**config.mk**
```make
export PLATFORM = sky130hd
export DESIGN_NAME = intr_entry_top
export DESIGN_NICKNAME = d
export VERILOG_FILES = /design/src/rtl/intr_entry_pkg.sv /design/src/rtl/intr_cause_arb.sv /design/src/rtl/intr_vector_gen.sv /design/src/rtl/intr_shadow_bank.sv /design/src/rtl/intr_entry_top.sv
export SDC_FILE = /design/constraint.sdc
export NUM_CORES = 1
export LEC_CHECK = 0
export BUFFER_PORTS_ARGS = -buffer_cell sky130_fd_sc_hd__buf_2
export CAP_MARGIN = 20
export CORE_AREA = 2 2 255 257
export DETAILED_ROUTE_END_ITERATION = 10
export DIE_AREA = 0 0 257 259
export PLACE_DENSITY = 0.51
export SLEW_MARGIN = 20
export SYNTH_ARGS = -nofsm -noshare
export SYNTH_HDL_FRONTEND = slang
export SYNTH_SLANG_ARGS = --single-unit
```
**constraint.sdc**
```tcl
create_clock -name clk -period 5.9 [get_ports clk]
set_input_delay 0.295 -clock clk [delete_from_list [all_inputs] [get_ports clk]]
set_output_delay 0.295 -clock clk [all_outputs]
set_load 0.1 [all_outputs]
```
**src/rtl/intr_entry_pkg.sv**
```systemverilog
package intr_entry_pkg;

    localparam int SW_W  = 32;
    localparam int VEC_W = 5;

    // status word bit positions
    localparam int SB_IEN  = 0;
    localparam int SB_CTRN = 1;
    localparam int SB_DTRN = 2;
    localparam int SB_PROT = 3;
    localparam int SB_QEN  = 4;
    localparam int SB_END  = 5;
    localparam int SB_MCK  = 6;

    typedef enum logic [2:0] {
        CAUSE_NONE,
        CAUSE_HPMC,
        CAUSE_PWRF,
        CAUSE_LPMC,
        CAUSE_EXT
    } cause_e;

    typedef struct packed {
        logic hpmc;
        logic pwrf;
        logic lpmc;
        logic ext;
    } req_t;

    function automatic logic [VEC_W-1:0] vector_of(cause_e c);
        case (c)
            CAUSE_HPMC: return VEC_W'(1);
            CAUSE_PWRF: return VEC_W'(2);
            CAUSE_LPMC: return VEC_W'(3);
            CAUSE_EXT:  return VEC_W'(4);
            default:    return '0;
        endcase
    endfunction

    function automatic logic [SW_W-1:0] entry_status(logic endian_dflt, logic high_check);
        logic [SW_W-1:0] s;
        s         = '0;
        s[SB_END] = endian_dflt;
        s[SB_MCK] = high_check;
        return s;
    endfunction

endpackage

```
**src/rtl/intr_cause_arb.sv**
```systemverilog
module intr_cause_arb
    import intr_entry_pkg::*;
(
    input  req_t   req,
    input  logic   ien,
    output logic   valid,
    output cause_e cause
);
    always_comb begin
        if (req.hpmc)             cause = CAUSE_HPMC;
        else if (ien && req.pwrf) cause = CAUSE_PWRF;
        else if (ien && req.lpmc) cause = CAUSE_LPMC;
        else if (ien && req.ext)  cause = CAUSE_EXT;
        else                      cause = CAUSE_NONE;
        valid = (cause != CAUSE_NONE);
    end
endmodule

```
**src/rtl/intr_vector_gen.sv**
```systemverilog
module intr_vector_gen #(
    parameter int ADDR_W = 32,
    parameter int VEC_W  = 5,
    parameter int SHIFT  = 5
) (
    input  logic [ADDR_W-1:0] base,
    input  logic [VEC_W-1:0]  vec,
    output logic [ADDR_W-1:0] addr
);
    localparam int PAD_W = ADDR_W - VEC_W;
    logic [ADDR_W-1:0] vec_ext;
    assign vec_ext = {{PAD_W{1'b0}}, vec};
    assign addr    = base + (vec_ext << SHIFT);
endmodule

```
**src/rtl/intr_shadow_bank.sv**
```systemverilog
module intr_shadow_bank #(
    parameter int N = 7,
    parameter int W = 32
) (
    input  logic         clk,
    input  logic         rst,
    input  logic         load,
    input  logic [N*W-1:0] d,
    output logic [N*W-1:0] q
);
    for (genvar k = 0; k < N; k++) begin : g_slot
        always_ff @(posedge clk) begin
            if (rst)       q[k*W +: W] <= '0;
            else if (load) q[k*W +: W] <= d[k*W +: W];
        end
    end

    AST_SHADOW_LOAD: assert property (@(posedge clk) disable iff (rst)
        load |=> (q == $past(d)));
endmodule

```
**src/rtl/intr_entry_top.sv**
```systemverilog
module intr_entry_top
    import intr_entry_pkg::*;
#(
    parameter int   EXT_N          = 32,
    parameter int   ADDR_W         = 32,
    parameter int   PRIV_W         = 2,
    parameter int   NUM_SHADOW     = 7,
    parameter int   VEC_SHIFT      = 5,
    parameter logic ENDIAN_DEFAULT = 1'b1,
    localparam int  GR_W           = NUM_SHADOW * SW_W
) (
    input  logic              clk,
    input  logic              rst,
    input  logic [EXT_N-1:0]  ext_req,
    input  logic              lpmc_req,
    input  logic              pwrf_req,
    input  logic              hpmc_req,
    input  logic              rfi_req,
    input  logic [SW_W-1:0]   cur_status,
    input  logic [PRIV_W-1:0] cur_priv,
    input  logic [ADDR_W-1:0] vec_base,
    input  logic [GR_W-1:0]   gr_in,
    output logic              redirect_valid,
    output logic [ADDR_W-1:0] redirect_addr,
    output logic [VEC_W-1:0]  vector_out,
    output logic              state_wr_valid,
    output logic [SW_W-1:0]   status_wr_data,
    output logic [PRIV_W-1:0] priv_wr_data,
    output logic [SW_W-1:0]   saved_status,
    output logic [PRIV_W-1:0] saved_priv,
    output logic [GR_W-1:0]   gr_shadow,
    output logic              gr_wr_valid
);
    req_t              req;
    logic              arb_valid;
    cause_e            arb_cause;
    logic [VEC_W-1:0]  vec_next;
    logic [ADDR_W-1:0] addr_next;
    logic              take_now;
    logic              back_now;

    assign req = '{hpmc: hpmc_req, pwrf: pwrf_req, lpmc: lpmc_req, ext: |ext_req};

    intr_cause_arb u_arb (
        .req   (req),
        .ien   (cur_status[SB_IEN]),
        .valid (arb_valid),
        .cause (arb_cause)
    );

    assign vec_next = vector_of(arb_cause);

    intr_vector_gen #(
        .ADDR_W (ADDR_W),
        .VEC_W  (VEC_W),
        .SHIFT  (VEC_SHIFT)
    ) u_vec (
        .base (vec_base),
        .vec  (vec_next),
        .addr (addr_next)
    );

    // a take blocks the next edge; a return loses to a take
    assign take_now = arb_valid && !redirect_valid;
    assign back_now = rfi_req && !take_now;

    intr_shadow_bank #(
        .N (NUM_SHADOW),
        .W (SW_W)
    ) u_shadow (
        .clk  (clk),
        .rst  (rst),
        .load (take_now),
        .d    (gr_in),
        .q    (gr_shadow)
    );

    always_ff @(posedge clk) begin
        if (rst) begin
            redirect_valid <= 1'b0;
            redirect_addr  <= '0;
            vector_out     <= '0;
            state_wr_valid <= 1'b0;
            status_wr_data <= '0;
            priv_wr_data   <= '0;
            saved_status   <= '0;
            saved_priv     <= '0;
            gr_wr_valid    <= 1'b0;
        end else begin
            redirect_valid <= take_now;
            state_wr_valid <= take_now || back_now;
            gr_wr_valid    <= back_now;
            if (take_now) begin
                redirect_addr  <= addr_next;
                vector_out     <= vec_next;
                status_wr_data <= entry_status(ENDIAN_DEFAULT, arb_cause == CAUSE_HPMC);
                priv_wr_data   <= '0;
                saved_status   <= cur_status;
                saved_priv     <= cur_priv;
            end else if (back_now) begin
                status_wr_data <= saved_status;
                priv_wr_data   <= saved_priv;
            end
        end
    end

    AST_ONE_CYCLE_REDIRECT: assert property (@(posedge clk) disable iff (rst)
        redirect_valid |=> !redirect_valid);
    AST_MASKED_IGNORED: assert property (@(posedge clk) disable iff (rst)
        (!cur_status[SB_IEN] && !hpmc_req) |=> !redirect_valid);
    AST_HPMC_ALWAYS: assert property (@(posedge clk) disable iff (rst)
        (hpmc_req && !redirect_valid) |=> (redirect_valid && vector_out == VEC_W'(1)));
    AST_SAVE_STATE: assert property (@(posedge clk) disable iff (rst)
        redirect_valid |-> (saved_status == $past(cur_status) && saved_priv == $past(cur_priv)));
    AST_ENTRY_PRIV: assert property (@(posedge clk) disable iff (rst)
        redirect_valid |-> (state_wr_valid && priv_wr_data == '0 && !gr_wr_valid));
    AST_ENTRY_STATUS: assert property (@(posedge clk) disable iff (rst)
        redirect_valid |-> ((status_wr_data & ~(SW_W'(1) << SB_END) & ~(SW_W'(1) << SB_MCK)) == '0
                            && status_wr_data[SB_END] == ENDIAN_DEFAULT
                            && status_wr_data[SB_MCK] == (vector_out == VEC_W'(1))));
    AST_TARGET_ADDR: assert property (@(posedge clk) disable iff (rst)
        redirect_valid |-> (redirect_addr ==
            $past(vec_base) + ({{(ADDR_W-VEC_W){1'b0}}, vector_out} << VEC_SHIFT)));
    AST_RETURN_RESTORE: assert property (@(posedge clk) disable iff (rst)
        gr_wr_valid |-> (state_wr_valid && status_wr_data == saved_status
                         && priv_wr_data == saved_priv && !redirect_valid));
endmodule

```
# Word-level counts from Yosys, hierarchy flattened
# Index checks and enable logic that the tools add are counted.
# W data, S select, Z words.
classes:
  reduce_logical: 12
  n_eq_ne: 4
  n_mux: 7
  n_addsub: 1
op_table:
  columns: ["operator", "n"]
  rows:
  - ["$add A32 B8 Y32", 1]
  - ["$reduce_or A32 Y1", 1]
  - ["$mux W7", 2]
  - ["$mux W3", 4]
  - ["$pmux W3 S4", 1]
  - ["$eq A3 B2 Y1 const B", 2]
  - ["$logic_and A1 B1 Y1", 5]
  - ["$eq A3 B1 Y1 const B", 1]
  - ["$eq A3 B3 Y1 const B", 1]
  - ["$reduce_bool A3 Y1", 1]
  - ["$logic_not A1 Y1", 2]
  - ["$reduce_bool A2 Y1", 1]
  - ["$reduce_or A2 Y1", 1]
  - ["$logic_or A1 B1 Y1", 1]
totals:
  reg_bits: 332
  word_cells: 41
  in_bits: 328
  out_inout_bits: 332

# Longest topological paths before layout
# Gate-level depths: netlist of the first run.
depth:
  depth_word: 12
  mapped_depth: 11
  ltp_nobuf: 10

# By module
# A second synthesis of the first run with hierarchy kept.
unflattened:
  cells_unflattened: 1262
  hier_area_um2: 12545.8
modules_own_cells:
  columns: ["module", "cells_each", "instances", "seq_area_each_um2", "area_each_um2"]
  rows:
  - ["intr_shadow_bank", 722, 1, 4484.3, 7983.9]
  - ["intr_entry_top", 438, 1, 2122.0, 3813.7]
  - ["intr_vector_gen", 94, 1, 0.0, 700.7]
  - ["intr_cause_arb", 8, 1, 0.0, 47.5]

# Worst setup path before layout of the first run
# OpenSTA, ideal clock, no wires.
synth_timing:
  kind: "input to register"
  startpoint: "input port ext_req[16]"
  endpoint: "register redirect_addr[31]"
  setup_slack_ns: 2.963
  setup_ns: 0.118
  t_arrival_ns: 2.820
  stages: 10
  required_time_ns: 5.782
  n_path_buf: 0
  path_cell_list: "nor4_1 -> nand2_1 -> nor4_1 -> nor4_1 -> ha_1 -> nor2b_1 -> o211ai_1 -> or4bb_1 -> xnor2_1 -> a22o_1"
synth_between:
  elab_chain_cells: 9
  elab_cells_between_ends: 14
  classes_between: "1 x add/sub; 4 x eq/ne; 5 x mux; 4 x reduce/logical"
synth_rtl:
  columns: ["item", "line_no", "source"]
  rows:
  - ["start, declared", "intr_entry_top.sv:14", "input logic [EXT_N-1:0] ext_req,"]
  - ["$reduce_or A32 Y1 (*)", "intr_entry_top.sv:42", "assign req = '{hpmc: hpmc_req, pwrf: pwrf_req, lpmc: lpmc_req, ext: |ext_req};"]
  - ["$logic_and A1 B1 Y1 (*)", "intr_cause_arb.sv:13", "else if (ien && req.ext) cause = CAUSE_EXT;"]
  - ["$mux W3 (*)", "intr_cause_arb.sv:13", null]
  - ["$mux W3 (*)", "intr_cause_arb.sv:12", "else if (ien && req.lpmc) cause = CAUSE_LPMC;"]
  - ["$mux W3 (*)", "intr_cause_arb.sv:11", "else if (ien && req.pwrf) cause = CAUSE_PWRF;"]
  - ["$mux W3 (*)", "intr_cause_arb.sv:10", "if (req.hpmc) cause = CAUSE_HPMC;"]
  - ["$eq A3 B3 Y1 (tied with other cells)", "intr_entry_pkg.sv:31", "case (c)"]
  - ["$pmux W3 S4 (*)", "intr_entry_pkg.sv:31", null]
  - ["via u_vec.vec[2]", "intr_vector_gen.sv:7", "input logic [VEC_W-1:0] vec,"]
  - ["$add A32 B8 Y32 (*)", "intr_vector_gen.sv:13", "assign addr = base + (vec_ext << SHIFT);"]
  - ["end signal, assigned", "intr_entry_top.sv:94", "redirect_addr <= addr_next;"]
  - ["end, declared", "intr_entry_top.sv:24", "output logic [ADDR_W-1:0] redirect_addr,"]
# Mark *: on every way through the listed nets, which the timed path passes. The rest lies on a longest branch.
# A chain may end at the register's enable or synchronous reset.

# Worst setup path after layout of the first run
layout_timing:
  startpoint: "input port ext_req[25]"
  endpoint: "register redirect_addr[31]"
# Same word-level chain as after synthesis.

==> results of run 1 <==
## area by class of cell
cell class	count	area, um^2
Fill cell	6561	44900
Sequential cell	330	6610
Timing Repair Buffer	931	6050
Multi-Input combinational cell	496	3940
Clock buffer	55	1120
Tap cell	855	1070
Clock inverter	14	123
Inverter	9	33.8
Antenna cell	1	2.50
## power breakdown
group | internal, mW | switching [mW] | total [mW]
Sequential | 2.46 | 0.138 | 2.60
Combinational | 0.534 | 2.08 | 2.62
Clock | 1.37 | 0.973 | 2.34
Total | 4.36 | 3.19 | 7.56
## cell families (layout without fill, tap and decap cells)
| family | count (synthesis) | in the layout | synth area share [%] |
|---|---|---|---|
| other | 1 | 3 | 0.0340 |
| AND/OR/NAND/NOR | 110 | 110 | 4.78 |
| AO/OA/AOI/OAI | 314 | 314 | 24.4 |
| adder cells (fa/ha/maj) | 4 | 4 | 0.523 |
| buffers and inverters | 87 | 1009 | 4.51 |
| multiplexers | 41 | 41 | 3.74 |
| XOR/XNOR | 25 | 25 | 1.99 |
| flip-flops | 330 | 330 | 60.0 |
## worst max-delay path: stages
cell,delay (ns)
buf_2,0.11
nor4_1,0.32
nand2_1,0.11
nor4_1,0.59
nor4_1,0.21
ha_1,0.40
nor2b_1,0.38
o211ai_1,0.32
or4bb_1,0.59
xnor2_1,0.15
a22o_1,0.19
## synth_stat cells (3+ instances only)
cell type | instances | share of area, %
nand4_1 | 3 | 0.17
nand3_1 | 6 | 0.27
xor2_1 | 8 | 0.64
o211ai_1 | 4 | 0.27
and2_1 | 3 | 0.17
clkbuf_1 | 21 | 0.72
a21oi_1 | 4 | 0.18
nor3_1 | 5 | 0.23
buf_4 | 12 | 0.82
a211oi_1 | 13 | 0.89
mux2i_1 | 40 | 3.6
buf_6 | 11 | 1.1
ha_1 | 3 | 0.34
nand2_1 | 26 | 0.89
inv_1 | 8 | 0.27
and3_1 | 8 | 0.45
o21ai_0 | 3 | 0.14
nor2_1 | 39 | 1.3
buf_2 | 34 | 1.5
a22o_1 | 280 | 22
nor4_1 | 10 | 0.57
dfxtp_1 | 330 | 60
xnor2_1 | 17 | 1.4
## how the worst max path moves through the flow
stage,startpoint,to,slack [ns],depth (start not counted)
global route,ext_req[25],redirect_addr[31],2.47,11
finish,ext_req[25],redirect_addr[31],2.68,11
CTS,ext_req[25],redirect_addr[31],2.72,11
floorplan,ext_req[16],redirect_addr[31],2.96,10
global placement,ext_req[16],redirect_addr[31],2.23,11
detailed placement,ext_req[25],redirect_addr[31],2.11,11
## registers in the layout (all words and copies together), names as in the netlist
| name | cells |
|---|---|
| saved_priv | 2 |
| status_wr_data | 32 |
| vector_out | 3 |
| u_shadow.q | 224 |
| priv_wr_data | 2 |
| redirect_valid | 1 |
| redirect_addr | 32 |
| state_wr_valid | 1 |
| saved_status | 32 |
| gr_wr_valid | 1 |
## per-stage QoR
stage / total power, mW / hold slack, ns
after floorplan: 4.64 / 0.420
after global placement: 5.11 / 0.448
after detailed placement: 5.12 / 0.451
after CTS: 7.67 / 0.0326
after global routing: 7.85 / 0.0631
final: 7.56 / 0.0801
## routing by layer
metal  vias to the layer above  GRT usage (%)
li1                       5222              -
met1                      5263           13.6
met2                       468           22.1
met3                       102           3.19
met4                         0           5.64
met5                         -              0
==> results.toml, run 1 <==
[worst_setup_path]
crit_required_ns = 6.33
r2r_start = "redirect_valid"
cp-end-kind = "flop"
crit_type = "in2reg"
reg2reg_depth = 4
worstReg2RegEnd = "u_shadow.q[103]"
path_max_fanout = 7
cp-start-kind = "primary input"
arrival_ns = 3.65
reg2reg_slack_ns = 2.91

[cts]
clock-sinks = 330
clock_latency_ns = 0.55
cts-htree-levels = 2
cts_root_buffer = "clkbuf_16"
postCtsHoldBufs = 262
cts_inserted_buffers = 39
clk_pin_slew_worst_paths_ns = 0.06
cts_setup_buffers = 0
max-clock-path-buffers = 3
cts_tree = "yes"
postCtsResizedCells = 0

[timing]
max_freq_mhz = 311
grt_setup_unrepaired = "false"
slew_violations = 0
finalSetupViolations = 0
worstMarginPinSlew_ns = 0.906
fin_skew_ns = 0.0146
tns_ns = 0
period_minus_slack_ns = 3.22
finalCritPeriodShare_pct = 54.5
max_slew_margin_pct = 39.6
hold_viol = 0
setup_ws_ns = 2.68

[finish]
drive_above_1_share_pct = 39.9
utilization_pct = 29.7
syn_to_final_growth_pct = 72.0
layout.cells.non_filler = 2691
layout_commonest_cell = "buf_2"
layout_common_cells = "656 x buf_2, 330 x dfxtp_1, 280 x a22o_1"
design_area_um2 = 18900
nets = 2139

[floorplanning]
dieArea_um2 = 66600
num_rows = 93
die_h_um = 259
fp.dieW_um = 257
pin_count = 660
start_util_pct = 17.2
core-area_um2 = 63900

[detailed_routing]
wire_per_inst_um = 16.2
drc = 0
drt_wl_total_um = 43700
antenna_left = 0
vias = 11100
viasPerCell = 4.11
wl_met3_um = 2870
drt_iter0_markers = 622
wl_met2_um = 22200
dr.pass1.iters = 5
drt-met1-wl_um = 17000
top_layer_used = "met4"

[global_routing]
antenna_found_initial = 1
grt_max_degree = 145
overflow = 0
grtUsageTotal_pct = 12.3
grt_pass1_wl_um = 65700
grt_pass1_vias = 11400

[yosys]
netlist_area_um2 = 11000
synth-edff-count = 0
yosys_warnings = 0
ys_ff_latch = 330
async_flop_share_pct = 0
yosysSeqAreaShare_pct = 60.0
syn_area_per_cell_um2 = 12.1
synth_ff_type = "dfxtp_1"
syn_inst = 912
yosysUniqueCellTypes = 40

[placed_design]
place_area_um2 = 15100
dp_slack_ns = 2.11
dp_hpwl_um = 30500
dp.cells = 2359
routabilityCongestion = 0.892
portBuffers = 657

[hold_path]
hold_class = "in2reg"
holdCritStartpoint = "rst"
whs_path_depth = 2
hold-path-endpoint = "redirect_addr[10]"

[flow_run]
max-cap-violations = 0

[pwr]
irDropWorstVdd_mv = 0.188
power.leakage_nw = 9.18
p_per_area_nw_per_um2 = 399

[run_status]
status = "completed"
Note: power is estimated with default switching activity, not from simulation.
==> run 2: changes to the inputs <==
--- a/config.mk
+++ b/config.mk
@@ -7,9 +7,9 @@
 export LEC_CHECK = 0
 export BUFFER_PORTS_ARGS = -buffer_cell sky130_fd_sc_hd__buf_2
 export CAP_MARGIN = 20
-export CORE_AREA = 2 2 255 257
+export CORE_AREA = 2 2 258 260
 export DETAILED_ROUTE_END_ITERATION = 10
-export DIE_AREA = 0 0 257 259
+export DIE_AREA = 0 0 260 262
 export PLACE_DENSITY = 0.51
 export SLEW_MARGIN = 20
 export SYNTH_ARGS = -nofsm -noshare
==> constraint.sdc (replaced) <==
create_clock -name clk -period 2.6 [get_ports clk]
set_input_delay 0.13 -clock clk [delete_from_list [all_inputs] [get_ports clk]]
set_output_delay 0.13 -clock clk [all_outputs]
set_load 0.1 [all_outputs]
==> run 2 against run 1 <==
Against the previous run:
- critical path depth increased by 2
- clock-buffer cell count is 1 lower
- clock power up 130%
- clock skew shrank 0.0068 ns
- sequential power up 130%
- worst hold slack lost 0.032 ns
- highest routed layer unchanged
- register-to-register slack worse by 2.7 ns
- cell count grew 2.6%
- combinational power rose by 130%
- largest power group unchanged
==> results.toml, run 2 (synthesis results as in run 1) <==
[run_status]
status = "completed"

[detailed_routing]
drt_wl_total_um = 43100
wire_per_inst_um = 15.6
vias = 11100
dr.pass1.iters = 4
drt_iter0_markers = 447
antenna_left = 0
drc = 0
viasPerCell = 4.03

[timing]
max_freq_mhz = 412
whs_ns = 0.0481
worstMarginPinSlew_ns = 0.943
tns_ns = 0
finalSetupViolations = 0
fin_skew_ns = 0.00781
hold_viol = 0
period_minus_slack_ns = 2.43
finalCritPeriodShare_pct = 93.3
slew_violations = 0
max_slew_margin_pct = 36.9

[placed_design]
dp_hpwl_um = 30400
routabilityCongestion = 0.892
dp.cells = 2403
portBuffers = 657

[global_routing]
grtUsageTotal_pct = 11.4
use_met3_pct = 3.92
grt_max_degree = 112
grt_pass1_wl_um = 62200
globalRouteMet1Util_pct = 12.5
grt_pass1_vias = 11300
grt_busiest_layer = "met2"
overflow = 0
antenna_found_initial = 0
use_met2_pct = 19.9

[floorplanning]
die_h_um = 262
start_util_pct = 16.9
pin_count = 660
num_rows = 94
dieArea_um2 = 68100
fp.dieW_um = 260
core-area_um2 = 65300

[worst_setup_path]
slowest_delay_ns = 0.57
cp-end-kind = "flop"
cp-start-kind = "primary input"
crit_type = "in2reg"
crit_required_ns = 3.08
cpMaxStageDelayCell = "dlygate4sd3_1"
crit_path_cell_trace = "buf_2 -> nor4_2 -> nand2_1 -> nor4_4 -> nor4_1 -> buf_4 -> ha_1 -> o211ai_1 -> nor2_1 -> buf_4 -> xnor2_1 -> a211oi_1 -> dlygate4sd3_1"
path_max_fanout = 3
crit_top_cell = "buf_4"
arrival_ns = 2.91
cp_top_family = "buffers and inverters"
path_buf_inv = 4

[cts]
clk_pin_slew_worst_paths_ns = 0.06
clock-sinks = 330
cts_inserted_buffers = 38
clock_latency_ns = 0.53
cts_root_buffer = "clkbuf_16"
cts_tree = "yes"
cts-htree-levels = 2
max-clock-path-buffers = 3
cts_setup_buffers = 0

[pwr]
p_switching_mw = 7.19
p_per_area_nw_per_um2 = 888
irDropWorstVdd_mv = 0.606
p_sw_share_pct = 41.3
clock_power_share_pct = 31.5
power.leakage_nw = 9.54
p_int_mw = 10.2
pwr-share-comb_pct = 34.7
seq_power_share_pct = 33.8

[hold_path]
hold_class = "in2reg"

[finish]
syn_to_final_growth_pct = 78.1
largest_register_ffs = 224
layout.cells.non_filler = 2760
nets = 2200
n_antenna_cell = 0
drive_above_1_share_pct = 41.0
utilization_pct = 30.1
largest_register = "u_shadow.q"
layout_common_cells = "657 x buf_2, 330 x dfxtp_1, 289 x dlygate4sd3_1"
layout_commonest_cell = "buf_2"

[flow_run]
max-cap-violations = 0
## run 2: changes by cell type in the layout (fill, tap and decap cells not counted), sizes merged
| cell | previous run | this run |
|---|---|---|
| clkinvlp | 2 | 0 |
| dlygate4sd3 | 262 | 289 |
| buf | 669 | 704 |
| diode | 1 | 0 |
| bufinv | 1 | 3 |
| clkbuf | 55 | 54 |
## run 2: stage by stage
stage	area, um^2	setup WS, ns	total power, mW
after floorplan	11000	-0.0173	10.5
after global placement	15400	-0.389	11.6
after detailed placement	15400	-0.392	11.7
after CTS	19600	0.133	17.6
after global routing	19600	-0.00888	18.1
final	19600	0.175	17.4
## run 2: final timing paths
path	startpoint	to	slack [ns]	cells past startpoint
max	ext_req[2]	redirect_addr[10]	0.17	13
max reg2reg	redirect_valid	redirect_addr[10]	0.21	5
min reg2reg	redirect_addr[7]	redirect_addr[7]	0.46	2
min	vec_base[12]	redirect_addr[12]	0.05	3
## run 2: timing repair
item | 4_1_cts | 5_1_grt
gates resized for setup | 0 | 3
hold endpoints to repair | 290 | 0
setup endpoints to repair | 0 | 3
hold buffers | 289 | 0
## run 2: cell type report
| cell class | count | area [um^2] |
|---|---|---|
| timing repair buffer | 993 | 6610 |
| tap | 864 | 1080 |
| sequential | 330 | 6610 |
| multi-input combinational | 496 | 4000 |
| clock buffer | 54 | 1140 |
| fill | 6625 | 45700 |
| clock inverter | 14 | 149 |
| inverter | 9 | 33.8 |
## run 2: worst reg2reg max path, delay by kind of cell (launching register included)
kind | cells | cell delay [ns]
buf+inv | 2 | 0.84
flops | 1 | 0.34
compound gates | 2 | 0.73
simple gates | 1 | 0.39
## run 2: routing by layer
layer,vias to the layer above,routed length (um)
met5,-,0
met4,0,1790
met3,106,3770
met2,496,21000
met1,5171,16500
li1,5346,-
## run 2: power by group through the flow
stage / sequential (mW) / clock (mW) / combinational (mW)
finish: 5.89 / 5.48 / 6.04
global placement: 5.98 / 0 / 5.67
detailed placement: 5.98 / 0 / 5.68
floorplan: 9.67 / 0 / 0.861
CTS: 5.89 / 5.68 / 6.04
global route: 5.94 / 5.88 / 6.23
==> run 3: changes to the inputs <==
--- a/config.mk
+++ b/config.mk
@@ -5,12 +5,13 @@
 export SDC_FILE = /design/constraint.sdc
 export NUM_CORES = 1
 export LEC_CHECK = 0
+export ABC_AREA = 1
 export BUFFER_PORTS_ARGS = -buffer_cell sky130_fd_sc_hd__buf_2
 export CAP_MARGIN = 20
-export CORE_AREA = 2 2 258 260
+export CORE_AREA = 2 2 254 256
 export DETAILED_ROUTE_END_ITERATION = 10
-export DIE_AREA = 0 0 260 262
-export PLACE_DENSITY = 0.51
+export DIE_AREA = 0 0 256 258
+export PLACE_DENSITY = 0.54
 export SLEW_MARGIN = 20
 export SYNTH_ARGS = -nofsm -noshare
 export SYNTH_HDL_FRONTEND = slang
==> run 3 against run 2 <==
Against the previous run:
- synthesized cell count is 69% higher
- via count is 16% higher
- worst setup slack worse by 0.015 ns
- largest cell class is now sequential cells
- global-route usage is 2.2 points higher
- final area is 2.7% higher
- flip-flop and latch count stayed put
- clock skew is 0.0089 ns higher
- die area is 3.0% lower
- clock-buffer cell count is 2 higher
==> results.toml, run 3 <==
[run_status]
status = "completed"

[detailed_routing]
antenna_left = 0
drt_wl_total_um = 46900
viasPerCell = 3.82
drt_iter0_markers = 703
drc = 0
dr.pass1.iters = 5
wire_per_inst_um = 13.9
vias = 12900

[timing]
tns_ns = 0
finalSetupViolations = 0
max_freq_mhz = 410
grt_setup_unrepaired = "false"
hold_viol = 0
period_minus_slack_ns = 2.44
finalCritPeriodShare_pct = 93.9
slew_violations = 0
worstMarginPinSlew_ns = 0.563
fin_skew_ns = 0.0167
max_slew_margin_pct = 62.8

[yosys]
yosys_warnings = 0
syn_inst = 1545
netlist_area_um2 = 11700
synth_area_leader_cell = "dfxtp_1"
synthTopCellsByArea = "dfxtp_1 57%, nand2_1 29%, nor2_1 3.3%, o21ai_0 1.8%, buf_6 1.5%"
synth_top_cells_by_count = "890 x nand2_1, 330 x dfxtp_1, 104 x nor2_1, 41 x o21ai_0, 31 x buf_2"
yosysSeqAreaShare_pct = 56.6
ys_ff_latch = 330
synth_ff_type = "dfxtp_1"
synth.most_common_cell = "nand2_1"
async_flop_share_pct = 0
synth-edff-count = 0
synth_top_area_share_pct = 56.6
syn_area_per_cell_um2 = 7.55
yosysUniqueCellTypes = 28

[finish]
drive_above_1_share_pct = 30.3
syn_to_final_growth_pct = 72.7
layout_commonest_cell = "nand2_1"
layout_common_cells = "889 x nand2_1, 657 x buf_2, 330 x dfxtp_1"
n_antenna_cell = 0
largest_register_ffs = 224
nets = 2822
fillers = 6773
largest_register = "u_shadow.q"
regArea_um2 = 6610
multi_input_area_um2 = 4480

[floorplanning]
die_h_um = 258
core-area_um2 = 63600
start_util_pct = 18.3
pin_count = 660
dieArea_um2 = 66000
fp.dieW_um = 256
num_rows = 93

[cts]
cts_tree = "yes"
cts_root_buffer = "clkbuf_16"
clock_latency_ns = 0.55
clock-sinks = 330
cts_setup_buffers = 0
cts_inserted_buffers = 39
cts-htree-levels = 2
clk_pin_slew_worst_paths_ns = 0.05
max-clock-path-buffers = 3

[worst_setup_path]
crit_type = "in2reg"
cp-end-kind = "flop"
cp-start-kind = "primary input"
path_max_fanout = 4
arrival_ns = 2.91
crit_required_ns = 3.07

[pwr]
irDropWorstVdd_mv = 0.523
power.leakage_nw = 10.7
total_power_mw = 16.3
p_per_area_nw_per_um2 = 810

[hold_path]
hold_class = "in2reg"

[global_routing]
overflow = 0
grt_pass1_vias = 12800
grt_max_degree = 88
grt_pass1_wl_um = 71700
antenna_found_initial = 0
grtUsageTotal_pct = 13.6

[placed_design]
dp_hpwl_um = 33200
routabilityCongestion = 0.832
portBuffers = 657

[flow_run]
max-cap-violations = 0
## run 3: area by class of cell
type / instances / area share (%)
clock buffer: 56 / 5.86
sequential: 330 / 32.8
inverter: 26 / 0.522
tap: 855 / 5.31
multi-input combinational: 1115 / 22.2
clock inverter: 13 / 0.783
timing repair buffer: 978 / 32.5
## run 3: cell families (layout without fill, tap and decap cells)
| logic type | Yosys count | count (layout) | share of synthesized area [%] |
|---|---|---|---|
| buffers and inverters | 101 | 1073 | 5.16 |
| flip-flops | 330 | 330 | 56.6 |
| XOR/XNOR | 16 | 16 | 1.20 |
| AO/OA/AOI/OAI | 64 | 64 | 2.83 |
| other | 1 | 2 | 0.0321 |
| AND/OR/NAND/NOR | 1029 | 1029 | 33.7 |
| adder cells (fa/ha/maj) | 4 | 4 | 0.493 |
## run 3: timing repair
action / 4_1_cts / 5_1_grt
hold endpoints to repair: 288 / 0
gates resized for setup: 0 / 3
hold buffers: 291 / 0
endpoints found under the setup margin: 0 / 4
## run 3: where the power goes
group / internal [mW] / total, mW / switching [mW]
Combinational: 0.995 / 4.94 / 3.95
Sequential: 5.48 / 5.70 / 0.222
Clock: 3.45 / 5.68 / 2.23
Total: 9.93 / 16.3 / 6.39
## run 3: worst paths after layout
kind	startpoint	to	slack [ns]	cells after the start
setup reg to reg	redirect_valid	u_shadow.q[171]	1.01	8
setup / recovery	cur_status[0]	redirect_addr[11]	0.16	13
hold reg to reg	u_shadow.q[146]	u_shadow.q[146]	0.44	2
hold / removal	vec_base[9]	redirect_addr[9]	0.03	3
## run 3: worst max-delay path, cell delays in order
cell	delay, ns
dlygate4sd3_1	0.52
buf_2	0.13
nand2_1	0.08
o21ai_2	0.14
ha_2	0.20
inv_1	0.06
fa_1	0.41
o22ai_2	0.17
buf_4	0.16
nand3_1	0.07
xor2_1	0.14
dlygate4sd3_1	0.55
o21ai_1	0.13
## run 3: metrics by stage
step | cells | instance area, um^2 | hold WS (ns) | worst slack [ns] | utilization (%)
after global placement | 3013 | 15900 | 0.324 | 0.213 | 25.0
after floorplan | 1546 | 11700 | 0.199 | 0.567 | -
after CTS | 3373 | 20100 | 0.000388 | 0.0659 | 31.6
final | 3373 | 20100 | 0.0256 | 0.160 | 31.7
after global routing | 3373 | 20100 | 0.0152 | 0.0449 | 31.7
after detailed placement | 3013 | 15900 | 0.326 | 0.148 | 25.0
## run 3: layer usage
layer / track usage [%] / vias to the layer above / part of all wire [%]
met5: 0 / - / 0
met4: 5.43 / 0 / 3.5
li1: - / 6606 / -
met3: 4.17 / 97 / 7.3
met2: 23.9 / 466 / 48
met1: 15.5 / 5699 / 41
